==> src/rtl/unlock_pkg.sv <==
package unlock_pkg;
  localparam int unsigned KEY_W    = 8;
  localparam int unsigned NUM_KEYS = 3;
  typedef logic [NUM_KEYS-1:0][KEY_W-1:0] key_set_t;
  // index 0 is the first byte expected
  localparam key_set_t DEF_KEYS = {8'h88, 8'h16, 8'h59};
endpackage

==> src/rtl/key_cmp.sv <==
module key_cmp #(
  parameter int unsigned KEY_W    = 8,
  parameter int unsigned NUM_KEYS = 3,
  parameter logic [NUM_KEYS-1:0][KEY_W-1:0] KEYS = '0
) (
  input  logic [KEY_W-1:0]    data_i,
  output logic [NUM_KEYS-1:0] hit_o
);
  for (genvar k = 0; k < NUM_KEYS; k++) begin : g_cmp
    assign hit_o[k] = (data_i == KEYS[k]);
  end
endmodule

==> src/rtl/seq_step.sv <==
module seq_step #(
  parameter int unsigned NUM_KEYS = 3,
  localparam int unsigned STEP_W  = (NUM_KEYS > 1) ? $clog2(NUM_KEYS) : 1
) (
  input  logic                clk_i,
  input  logic                rst_ni,
  input  logic                wr_i,
  input  logic                abort_i,
  input  logic [NUM_KEYS-1:0] hit_i,
  output logic                done_o,
  output logic                miss_o
);
  localparam logic [STEP_W-1:0] LAST = STEP_W'(NUM_KEYS - 1);

  logic [STEP_W-1:0] step_q, step_d;
  logic              hit_cur;

  assign hit_cur = hit_i[step_q];

  always_comb begin
    step_d = step_q;
    done_o = 1'b0;
    miss_o = 1'b0;
    if (abort_i) begin
      step_d = '0;
    end else if (wr_i) begin
      if (hit_cur) begin
        if (step_q == LAST) begin
          step_d = '0;
          done_o = 1'b1;
        end else begin
          step_d = step_q + 1'b1;
        end
      end else if (hit_i[0]) begin
        step_d = STEP_W'(1);  // wrong byte that is itself the first key
      end else begin
        step_d = '0;
        miss_o = 1'b1;
      end
    end
  end

  always_ff @(posedge clk_i or negedge rst_ni) begin
    if (!rst_ni) step_q <= '0;
    else         step_q <= step_d;
  end
endmodule

==> src/rtl/lock_flag.sv <==
module lock_flag (
  input  logic clk_i,
  input  logic rst_ni,
  input  logic set_i,
  input  logic clr_i,
  output logic open_o
);
  always_ff @(posedge clk_i or negedge rst_ni) begin
    if (!rst_ni)    open_o <= 1'b0;
    else if (set_i) open_o <= 1'b1;
    else if (clr_i) open_o <= 1'b0;
  end
endmodule

==> src/rtl/prot_unlock_seq.sv <==
module prot_unlock_seq #(
  parameter int unsigned KEY_W    = unlock_pkg::KEY_W,
  parameter int unsigned NUM_KEYS = unlock_pkg::NUM_KEYS,
  parameter logic [NUM_KEYS-1:0][KEY_W-1:0] KEYS = unlock_pkg::DEF_KEYS
) (
  input  logic             clk_i,
  input  logic             rst_ni,
  input  logic             key_wr_i,
  input  logic [KEY_W-1:0] key_data_i,
  input  logic             other_acc_i,
  input  logic             prot_wr_i,
  output logic [KEY_W-1:0] rd_data_o,
  output logic             prot_wr_en_o
);
  logic [NUM_KEYS-1:0] hit;
  logic done, miss, open_q;

  key_cmp #(.KEY_W(KEY_W), .NUM_KEYS(NUM_KEYS), .KEYS(KEYS)) u_cmp (
    .data_i (key_data_i),
    .hit_o  (hit)
  );

  seq_step #(.NUM_KEYS(NUM_KEYS)) u_step (
    .clk_i   (clk_i),
    .rst_ni  (rst_ni),
    .wr_i    (key_wr_i),
    .abort_i (other_acc_i),
    .hit_i   (hit),
    .done_o  (done),
    .miss_o  (miss)
  );

  lock_flag u_flag (
    .clk_i  (clk_i),
    .rst_ni (rst_ni),
    .set_i  (done),
    .clr_i  (miss),
    .open_o (open_q)
  );

  assign rd_data_o    = {{(KEY_W-1){1'b0}}, open_q};
  assign prot_wr_en_o = prot_wr_i & open_q;
endmodule

==> config.mk <==
export PLATFORM = sky130hd
export DESIGN_NAME = prot_unlock_seq
export DESIGN_NICKNAME = d
export VERILOG_FILES = /design/src/rtl/unlock_pkg.sv /design/src/rtl/key_cmp.sv /design/src/rtl/seq_step.sv /design/src/rtl/lock_flag.sv /design/src/rtl/prot_unlock_seq.sv
export SDC_FILE = /design/constraint.sdc
export NUM_CORES = 1
export LEC_CHECK = 0
export BUFFER_PORTS_ARGS = -buffer_cell sky130_fd_sc_hd__buf_2
export CAP_MARGIN = 20
export CORE_AREA = 3 3 40 42
export CTS_CLUSTER_SIZE = 12
export DETAILED_ROUTE_END_ITERATION = 6
export DIE_AREA = 0 0 43 45
export PLACE_DENSITY = 0.56
export SYNTH_ARGS = -nofsm -noshare
export SYNTH_HDL_FRONTEND = slang
export SYNTH_HIERARCHICAL = 1
export SYNTH_SLANG_ARGS = --single-unit
==> constraint.sdc <==
create_clock -name clk_i -period 1.05 [get_ports clk_i]
set_input_delay 0.21 -clock clk_i [delete_from_list [all_inputs] [get_ports clk_i]]
set_output_delay 0.21 -clock clk_i [all_outputs]
set_load 0.01 [all_outputs]
==> results.md, run 1 <==
- Outcome: finished, violations left
- Failing checks: setup timing
- Die area: 1940 um^2
- Leak: 0.272 nW
- Die height: around 45 um
- Unrepaired setup endpoints after global routing: yes
- Yosys cell types: 21
- #FFs+latches synth: 3
- Layout cells sized above 1: between 50 and 60%
- Peak fanout along the critical path: 2
- CTS root buffer: clkbuf_4
- Crit path kind: input port to flop
- DP Wirelength: between 500 and 600 um
- WHS: 0.240 ns
- WP data required: roughly 1.2 ns
- Antenna cells: 0
- Syn-to-layout area delta: 65.7%
- Clk_skew: 0.00151 ns
- Hold Path Class: input port to flop
- Average wire per standard cell: approximately 8.3 um
- IO Pins: 22
- PortBufs: 14
- Clk_lat worst skew: between 0.2 and 0.25 ns
- Avg Cell Area, Syn: 8.31 um^2
- Max cap viols: 0
- Crit. Startpoint: key_data_i[5]
- Synthesis Warnings: 6
- Final hold vios: 0
- R2r endpoint: u_step/step_q[1]$_DFFE_PN0P_
- CP arrival: roughly 1.2 ns
- Fillers: 147
- Final core occ: 38.6%
- Antenna violations before repair: 0
- Minimum clock period after layout: between 1 and 1.5 ns
- Net count, final: 75
- Clk sinks: 3
- Crit path to: u_step/step_q[0]$_DFFE_PN0P_
- Largest vdd supply drop: 290 uV
- Reg2Reg Depth: 4
- Global-route wire length before repair: 1040 um
- Total GRT Usage: between 7 and 8%
- Core Rows: 13
- Vias in the first global route: 292
- DRT Wirelength: 633 um
- Worst slack at placement: -0.252 ns
- Worst setup EP type: flop
- CORE AREA: 1280 um^2
- Most frequent cells in the layout: 12 x buf_2, 8 x buf_4, 7 x conb_1
- CTS Buf Count: 3
- RR Startpoint: u_step/step_q[0]$_DFFE_PN0P_
- Largest net degree at the start of global routing: 4
- Starting density of the core: 23.3%
- Drt initial violations: 3
- GP Congestion: 0.717
- H-Tree Level Count: 1
- Clock Path Buffers: 2
- R2R Setup Slk: 0.04 ns
- FMAX: 934 MHz
- Routed Antenna Nets: 0
- Period utilisation layout: 102%
- Crit start category: input port
- Via count: 310
- CTS tree: built
- Remaining DRCs: 0
- Final Max Tran Viols: 0
- Clock-pin slew on the worst setup and hold paths: 0.03 ns
- Vias per Instance: 4.08
- Gr ovfl total: 0
- Setup TNS: -0.0406 ns
- Setup slack after layout: -0.0210 ns
- Cell area after synthesis: 299 um^2
- # setup viols final: 2
- PwrDens: roughly 800 nW/um^2
- DIE WIDTH: 43 um
- Most common cell after layout, fill and taps aside: buf_2
- Mapped Cells: 36
- Pre-antenna DRT Iters: 4
- Post-synthesis sequential area ratio: 25.1%
[per-stage QoR]
stage	cells	power, mW	instance area (um^2)
5_1_grt	76	0.435	495
4_1_cts	76	0.394	468
6_report	76	0.389	495
2_1_floorplan	42	0.163	334
3_3_place_gp	67	0.183	393
3_5_place_dp	67	0.184	393
[cell usage after synthesis (all sizes together)]
library cell / n / area share [%]
nand3b: 1 / 2.5
and4bb: 1 / 4.2
a21o: 1 / 2.5
and2: 1 / 2.1
inv: 3 / 3.8
conb: 1 / 1.3
o31ai: 1 / 4.2
a21oi: 1 / 1.7
o21ai: 1 / 1.7
or2b: 1 / 2.5
nor2: 4 / 5.0
nor4b: 1 / 5.0
and3: 1 / 2.1
nor3: 1 / 1.7
nand2: 2 / 2.5
dfrtp: 3 / 25
and4: 1 / 2.9
buf: 8 / 20
and4b: 2 / 7.1
nor2b: 1 / 2.1
[registers in the layout (all words and copies together) (netlist names)]
signal         flops
u_flag/open_o      1
u_step/step_q      2
[cells by family (layout without fill, tap and decap cells)]
kind of cell | count (synthesis) | after routing | synth area share (%)
buffers and inverters | 11 | 30 | 23.8
AOI/OAI and AO/OA | 4 | 4 | 10.0
other | 1 | 7 | 1.25
and+or+nand+nor | 17 | 17 | 39.8
DFF | 3 | 3 | 25.1
[area by class of cell]
type	count	area (um^2)	area share [%]
multi-input cells	28	208	41.9
well taps	15	18.8	3.79
inverters	3	11.3	2.27
flip-flops and latches	3	75.1	15.2
repair buffers	23	156	31.6
clock buffers	4	26.3	5.30
[repair_timing]
item                       CTS  global route
hold endpoints to repair     3             0
setup buffers                4             0
pin swaps                    5             5
gates resized for setup      2             6
hold buffers                 1             0
setup endpoints to repair    2             4
[worst max-delay path: stages]
cell and delay (ns):
buf_8 0.10, nor4b_4 0.26, and4b_1 0.22, nand3b_1 0.10
o21ai_2 0.09, buf_4 0.14, o31ai_4 0.04
[metal layers]
metal / part of all wire, % / routed length (um) / track usage [%]
met1: 34 / 218 / 7.75
met2: 54 / 340 / 12.0
met3: 12 / 74 / 1.99
met4: 0 / 0 / 7.23
met5: 0 / 0 / 0
[where the power goes]
group | switching, mW | internal [mW] | total, mW
Clock | 0.0535 | 0.142 | 0.195
Combinational | 0.0360 | 0.0416 | 0.0776
Sequential | 0.0000438 | 0.116 | 0.116
[worst min path at each step]
stage | startpoint | end | cells after the start
5_1_grt | other_acc_i | u_step/step_q[1]$_DFFE_PN0P_ | 3
6_report | other_acc_i | u_step/step_q[1]$_DFFE_PN0P_ | 3
3_5_place_dp | rst_ni | u_step/step_q[1]$_DFFE_PN0P_ | 1
2_1_floorplan | rst_ni | u_flag/open_o$_DFFE_PN0P_ | 0
4_1_cts | other_acc_i | u_step/step_q[1]$_DFFE_PN0P_ | 3
3_3_place_gp | rst_ni | u_step/step_q[1]$_DFFE_PN0P_ | 1
Power figures use the tool's default switching activity.
==> run 2, diff against run 1 <==
- PLACE_DENSITY: 0.56 -> 0.55
- SYNTH_HIERARCHICAL: 1 -> unset
==> run 2 against run 1 <==
Effect of this change: the flow still finishes with violations (setup timing); power increased by 0.20%; global-route usage unchanged; setup slack got worse by 0.012 ns; largest cell class unchanged.
==> results.md, run 2 <==
- Total GRT Usage: 7.42%
- Die height: 45 um
- Peak fanout along the critical path: 3
- Clk sinks: 3
- Antenna cells: 0
- DIE WIDTH: 43 um
- Area of the multi-input gates: 163 um^2
- CTS Buf Count: 3
- # setup viols final: 1
- Largest area contributor in the netlist: dfrtp_1
- Final Max Tran Viols: 0
- GP Congestion: 0.758
- Clk_lat worst skew: between 0.2 and 0.25 ns
- Post-synth EDFFs: 0
- Clk_skew: 0.00459 ns
- Average wire per standard cell: 9.64 um
- Syn-to-layout area delta: 36.0%
- Final hold vios: 0
- Net count, final: 65
- Antenna violations before repair: 0
- Clock-pin slew on the worst setup and hold paths: 0.04 ns
- Vias per Instance: between 4 and 5
- Setup slack after layout: -0.0328 ns
- CORE AREA: about 1300 um^2
- Dominant cell by count in the synthesized netlist: buf_4
- Avg Cell Area, Syn: ~8.4 um^2
- Yosys cell types: 17
- Synthesis Warnings: 0
- RR Startpoint: u_step.step_q[0]$_DFFE_PN0P_
- Async set-or-reset flop fraction in the synthesized netlist: 100%
- Post-synthesis sequential area ratio: 27.0%
- Hold Path Class: input port to flop
- Layout cells sized above 1: around two fifths
- IO Pins: 22
- PortBufs: 14
- WHS: ~0.17 ns
- Max stage delay cell, worst path: dfrtp_1
- Largest net degree at the start of global routing: 5
- #FFs+latches synth: 3
- Synth top area share: 27.0%
- Minimum clock period after layout: 1.08 ns
- R2R Setup Slk: 0.04 ns
- Outcome: finished, violations left
- Ys flop type: dfrtp_1
- Fillers: 148
- Max reg flops: 2
- CP arrival: a little under 0.9 ns
- Top cells by instance count after synthesis: 8 x buf_4, 4 x nand4_1, 3 x dfrtp_1
- Starting density of the core: 21.6%
- Period utilisation layout: 103%
- # placed instances: 60
- Unrepaired setup endpoints after global routing: yes
- Mapped Cells: 33
- Max cap viols: 0
- Gr ovfl total: 0
- Crit path kind: flop to output pin
- Largest vdd supply drop: approximately 310 uV
- CTS tree: built
- Vias in the first global route: 256
- Crit path to: prot_wr_en_o
- H-Tree Level Count: 1
- R2r endpoint: u_flag.open_o$_DFFE_PN0P_
- Pre-antenna DRT Iters: 2
- FMAX: 924 MHz
- Crit start category: flop
- Reg2Reg Depth: 3
- CTS root buffer: clkbuf_4
- Cell area after synthesis: 278 um^2
- Via count: 278
- Most frequent cells in the layout: 14 x buf_2, 7 x conb_1, 4 x nand4_1, 3 x clkbuf_4, 3 x dfrtp_1
- Remaining DRCs: 0
- DRT Wirelength: 636 um
- PwrDens: 1030 nW/um^2
- DP Wirelength: 520 um
- WP data required: 0.84 ns
- FF+latch area: 75.1 um^2
- Core Rows: 13
- Routed Antenna Nets: 0
- Failing checks: setup timing
- Drt initial violations: 3
- Non-Filler Instances: 66
- Most common cell after layout, fill and taps aside: buf_2
- Crit. Startpoint: u_flag.open_o$_DFFE_PN0P_
- Clock Path Buffers: 2
- Crit path largest cell delay: between 0.3 and 0.4 ns
- Leak: between 0.15 and 0.2 nW
- Largest registers: u_step.step_q: 2 flops, u_flag.open_o: 1 flops
- Tot Pwr: approximately 0.39 mW
- Worst setup EP type: output pin
- Global-route wire length before repair: between 900 and 1000 um
- Synth top area cells: dfrtp_1 27%, buf_4 22%, nand4_1 9.0%
- Worst slack at placement: just over 0.02 ns
- CP Cell Sequence: and2_1 > buf_2
- Largest Register: u_step.step_q
- Die area: 1940 um^2
-- run 2: logic make-up after synthesis --
kind of cell,Yosys count,share of synthesized area [%]
DFF,3,27.0
AOI/OAI and AO/OA,4,9.46
other,1,1.35
buffers and inverters,10,24.3
and+or+nand+nor,15,37.8
-- run 2: worst min-delay path by stage --
| stage | startpoint | endpoint | slack, ns | depth (start not counted) |
|---|---|---|---|---|
| CTS | other_acc_i | u_step.step_q[1]$_DFFE_PN0P_ | 0.16 | 2 |
| finish | other_acc_i | u_step.step_q[1]$_DFFE_PN0P_ | 0.17 | 2 |
| floorplan | rst_ni | u_flag.open_o$_DFFE_PN0P_ | -0.09 | 0 |
| global placement | rst_ni | u_flag.open_o$_DFFE_PN0P_ | 0.01 | 1 |
| global route | other_acc_i | u_step.step_q[1]$_DFFE_PN0P_ | 0.17 | 2 |
| detailed placement | rst_ni | u_flag.open_o$_DFFE_PN0P_ | 0.007 | 1 |
-- run 2: repair_timing --
item	in CTS	in global routing
resized for setup	0	1
hold buffers	1	0
buffers inserted	1	0
setup endpoints to repair	1	3
hold endpoints to repair	3	0
-- run 2: final cells by class --
type	count	area share, %
Tap cell	15	4.97
Clock buffer	4	6.95
Multi-Input combinational cell	26	43.0
Inverter	2	1.99
Sequential cell	3	19.9
Timing Repair Buffer	16	23.2
-- run 2: report_power, final --
part           internal [mW]  total, mW  switching [mW]
logic                 0.0278     0.0626          0.0348
clock network          0.143      0.211          0.0683
registers              0.116      0.116       0.0000473
total                  0.287      0.390           0.103
-- run 2: per-stage QoR --
step | cell area [um^2] | TNS [ns] | util (%)
after floorplan | 300 | 0 | -
after global placement | 329 | -0.0129 | 25.6
after detailed placement | 329 | 0 | 25.6
after CTS | 373 | -0.0472 | 29.0
after global routing | 378 | -0.0834 | 29.4
final | 378 | -0.0328 | 29.4
-- run 2: metal layers --
| layer | vias to the layer above | track usage (%) | part of all wire [%] |
|---|---|---|---|
| met5 | - | 0 | 0 |
| met4 | 0 | 10.8 | 4.6 |
| met3 | 4 | 1.20 | 9.1 |
| met2 | 15 | 10.2 | 45 |
| met1 | 119 | 8.23 | 41 |
| li1 | 140 | - | - |
-- run 2: worst max-delay path, delay by kind of cell (launching register included) --
kind / cells / cell delay (ns)
flip-flops: 1 / 0.37
buffers and inverters: 1 / 0.13
AND/OR/NAND/NOR: 1 / 0.13
==> run 3, diff against run 2 <==
- ABC_AREA: unset -> 1
- PLACE_DENSITY: 0.55 -> unset
- TNS_END_PERCENT: unset -> 30
==> run 3 against run 2 <==
Effect of this change: the run still ends with setup timing left; final cell count grew 55%; synthesized cell count grew 100%; via count grew 44%; sequential share of layout area shrank 4.3 points; setup slack gained 0.011 ns; count of clock-buffer cells in the layout is the same; die area is the same; clock skew is essentially flat; worst hold slack gained 0.047 ns; sequential cell count is the same; design area grew 28%; largest power group unchanged.
==> results.md, run 3 <==
- Outcome: finished, violations left
- Failing checks: setup timing
- Period utilisation layout: 102%
- Net count, final: 101
- RR Startpoint: u_step.step_q[0]$_DFFE_PN0P_
- CTS tree: built
- Hold path endpoint: u_step.step_q[0]$_DFFE_PN0P_
- WP data required: between 1 and 1.5 ns
- Crit path kind: flop to flop
- Core Rows: 13
- Vias per Instance: 3.91
- Avg Cell Area, Syn: between 5 and 6 um^2
- Drt initial violations: 8
- Die height: 45 um
- GP Congestion: 0.715
- Yosys cell types: 11
- DP Wirelength: 630 um
- CTS root buffer: clkbuf_4
- Async set-or-reset flop fraction in the synthesized netlist: 100%
- Via count: 399
- Max reg flops: 2
- Largest net degree at the start of global routing: 5
- Post-synth EDFFs: 0
- Syn-to-layout area delta: 33.1%
- Hold Path Class: input port to flop
- Synth top area cells: nand2_1 25%, dfrtp_1 21%, buf_4 17%
- Layout cells sized above 1: 27.6%
- Worst setup EP type: flop
- DRT Wirelength: approximately 750 um
- Final hold vios: 0
- Routed Antenna Nets: 0
- Largest registers: u_step.step_q: 2 flops, u_flag.open_o: 1 flops
- Max cap viols: 0
- Cell area after synthesis: 363 um^2
- Max stage delay cell, worst path: dfrtp_1
- Clk_lat worst skew: 0.23 ns
- PortBufs: 14
- # setup viols final: 2
- Remaining DRCs: 0
- Crit start category: flop
- Synthesis Warnings: 0
- Reg2Reg Depth: 9
- IO Pins: 22
- H-Tree Level Count: 1
- CP Cell Sequence: inv_2 > nand2_1 > nor2_1 > nand2_1 > nand2_1 > nand3_2 > nand3_2 > nand2_1 > nand2_1
- Worst path most repeated cell: nand2_1
- Most frequent cells in the layout: 24 x nand2_1, 14 x buf_2, 11 x nor2_1, 10 x inv_1, 7 x conb_1
- Starting density of the core: roughly 28%
- Clock-pin slew on the worst setup and hold paths: 0.04 ns
- Final Max Tran Viols: 0
- Antenna violations before repair: 0
- Ys flop type: dfrtp_1
- Minimum clock period after layout: ~1.1 ns
- Unrepaired setup endpoints after global routing: yes
- PwrDens: between 800 and 900 nW/um^2
- CP arrival: 1.24 ns
- Antenna cells: 0
- Leak: 0.289 nW
- #FFs+latches synth: 3
- Pre-antenna DRT Iters: 4
- Clk_skew: 0.00439 ns
- Clk sinks: 3
- Clock Path Buffers: 2
- Worst hold stages: 2
- Dominant cell by count in the synthesized netlist: nand2_1
- Total GRT Usage: under 10%
- CTS Buf Count: 3
- FMAX: 933 MHz
- R2R Setup Slk: -0.02 ns
- Largest Register: u_step.step_q
- DIE WIDTH: about 43 um
- Largest area contributor in the netlist: nand2_1
- Largest vdd supply drop: 283 uV
- Worst hold start: other_acc_i
- Mapped Cells: 67
- Peak fanout along the critical path: 3
- Top cells by instance count after synthesis: 24 x nand2_1, 11 x inv_1, 11 x nor2_1, 8 x buf_4
- Vias in the first global route: 320
- Tot Pwr: 0.394 mW
- Setup TNS: -0.0221 ns
- Global-route wire length before repair: 1180 um
- Synth top area share: 24.8%
- Setup slack after layout: -0.0218 ns
- CORE AREA: 1280 um^2
- Average wire per standard cell: 7.35 um
- Crit path largest cell delay: about 0.40 ns
- R2r endpoint: u_flag.open_o$_DFFE_PN0P_
- Post-synthesis sequential area ratio: 20.7%
- Gr ovfl total: 0
- Die area: 1940 um^2
- Most common cell after layout, fill and taps aside: nand2_1
-- run 3: changes by cell type after synthesis, moves of 2 or more --
cell	previous run	this run
nand3_1	0	3
a21oi_1	2	0
nor3_1	1	3
nor2b_1	2	0
nand4_1	4	0
inv_1	2	11
nor2_1	0	11
nand2_1	2	24
-- run 3: cells by family after synthesis --
kind of cell,Yosys count,share of synthesized area [%]
simple gates,41,44.5
flops,3,20.7
compound gates,3,5.86
other cells,1,1.03
buf+inv,19,27.9
-- run 3: worst max-delay path by stage --
| stage | end | slack [ns] | startpoint |
|---|---|---|---|
| global placement | u_flag.open_o$_DFFE_PN0P_ | -0.02 | key_data_i[5] |
| detailed placement | u_step.step_q[1]$_DFFE_PN0P_ | -0.02 | u_step.step_q[0]$_DFFE_PN0P_ |
| floorplan | u_flag.open_o$_DFFE_PN0P_ | 0.07 | u_step.step_q[0]$_DFFE_PN0P_ |
| global route | u_flag.open_o$_DFFE_PN0P_ | -0.13 | u_step.step_q[0]$_DFFE_PN0P_ |
| CTS | u_step.step_q[1]$_DFFE_PN0P_ | -0.03 | u_step.step_q[0]$_DFFE_PN0P_ |
| finish | u_flag.open_o$_DFFE_PN0P_ | -0.02 | u_step.step_q[0]$_DFFE_PN0P_ |
-- run 3: final cells by class --
class | instances | area [um^2]
fillers | 148 | 802
multi-input cells | 51 | 219
repair buffers | 18 | 103
flip-flops and latches | 3 | 75.1
inverters | 11 | 41.3
clock buffers | 4 | 26.3
well taps | 15 | 18.8
-- run 3: repair_timing --
| action | CTS | global route |
|---|---|---|
| hold buffers | 1 | 0 |
| pin swaps | 0 | 2 |
| resized for setup | 0 | 4 |
| endpoints found under the setup margin | 3 | 3 |
| buffers inserted | 0 | 1 |
| endpoints found under the hold margin | 3 | 0 |
-- run 3: layer usage --
metal	wire (um)	vias up	global-route usage [%]
met5	0	-	0
met4	0	0	5.42
met3	44	0	1.20
met2	376	10	12.6
met1	330	163	10.2
li1	-	226	-
-- run 3: worst max-delay path, delay by kind of cell (launching register included) --
| kind | cells | cell delay, ns |
|---|---|---|
| buffers and inverters | 1 | 0.07 |
| flip-flops | 1 | 0.40 |
| AND/OR/NAND/NOR | 8 | 0.57 |
-- run 3: per-stage QoR --
stage	util [%]	hold slack (ns)	setup slack [ns]	cell area, um^2	instances
2_1_floorplan	-	-0.0856	0.0723	385	73
3_3_place_gp	33.4	0.00803	-0.0151	429	96
3_5_place_dp	33.4	0.00753	-0.0158	429	96
4_1_cts	36.2	0.206	-0.0251	465	101
5_1_grt	37.6	0.221	-0.130	483	102
6_report	37.6	0.215	-0.0218	483	102
-- run 3: report_power, final --
| group | switching (mW) | total, mW | internal (mW) |
|---|---|---|---|
| clock network | 0.0584 | 0.201 | 0.142 |
| registers | 0.0000557 | 0.116 | 0.116 |
| logic | 0.0463 | 0.0770 | 0.0306 |
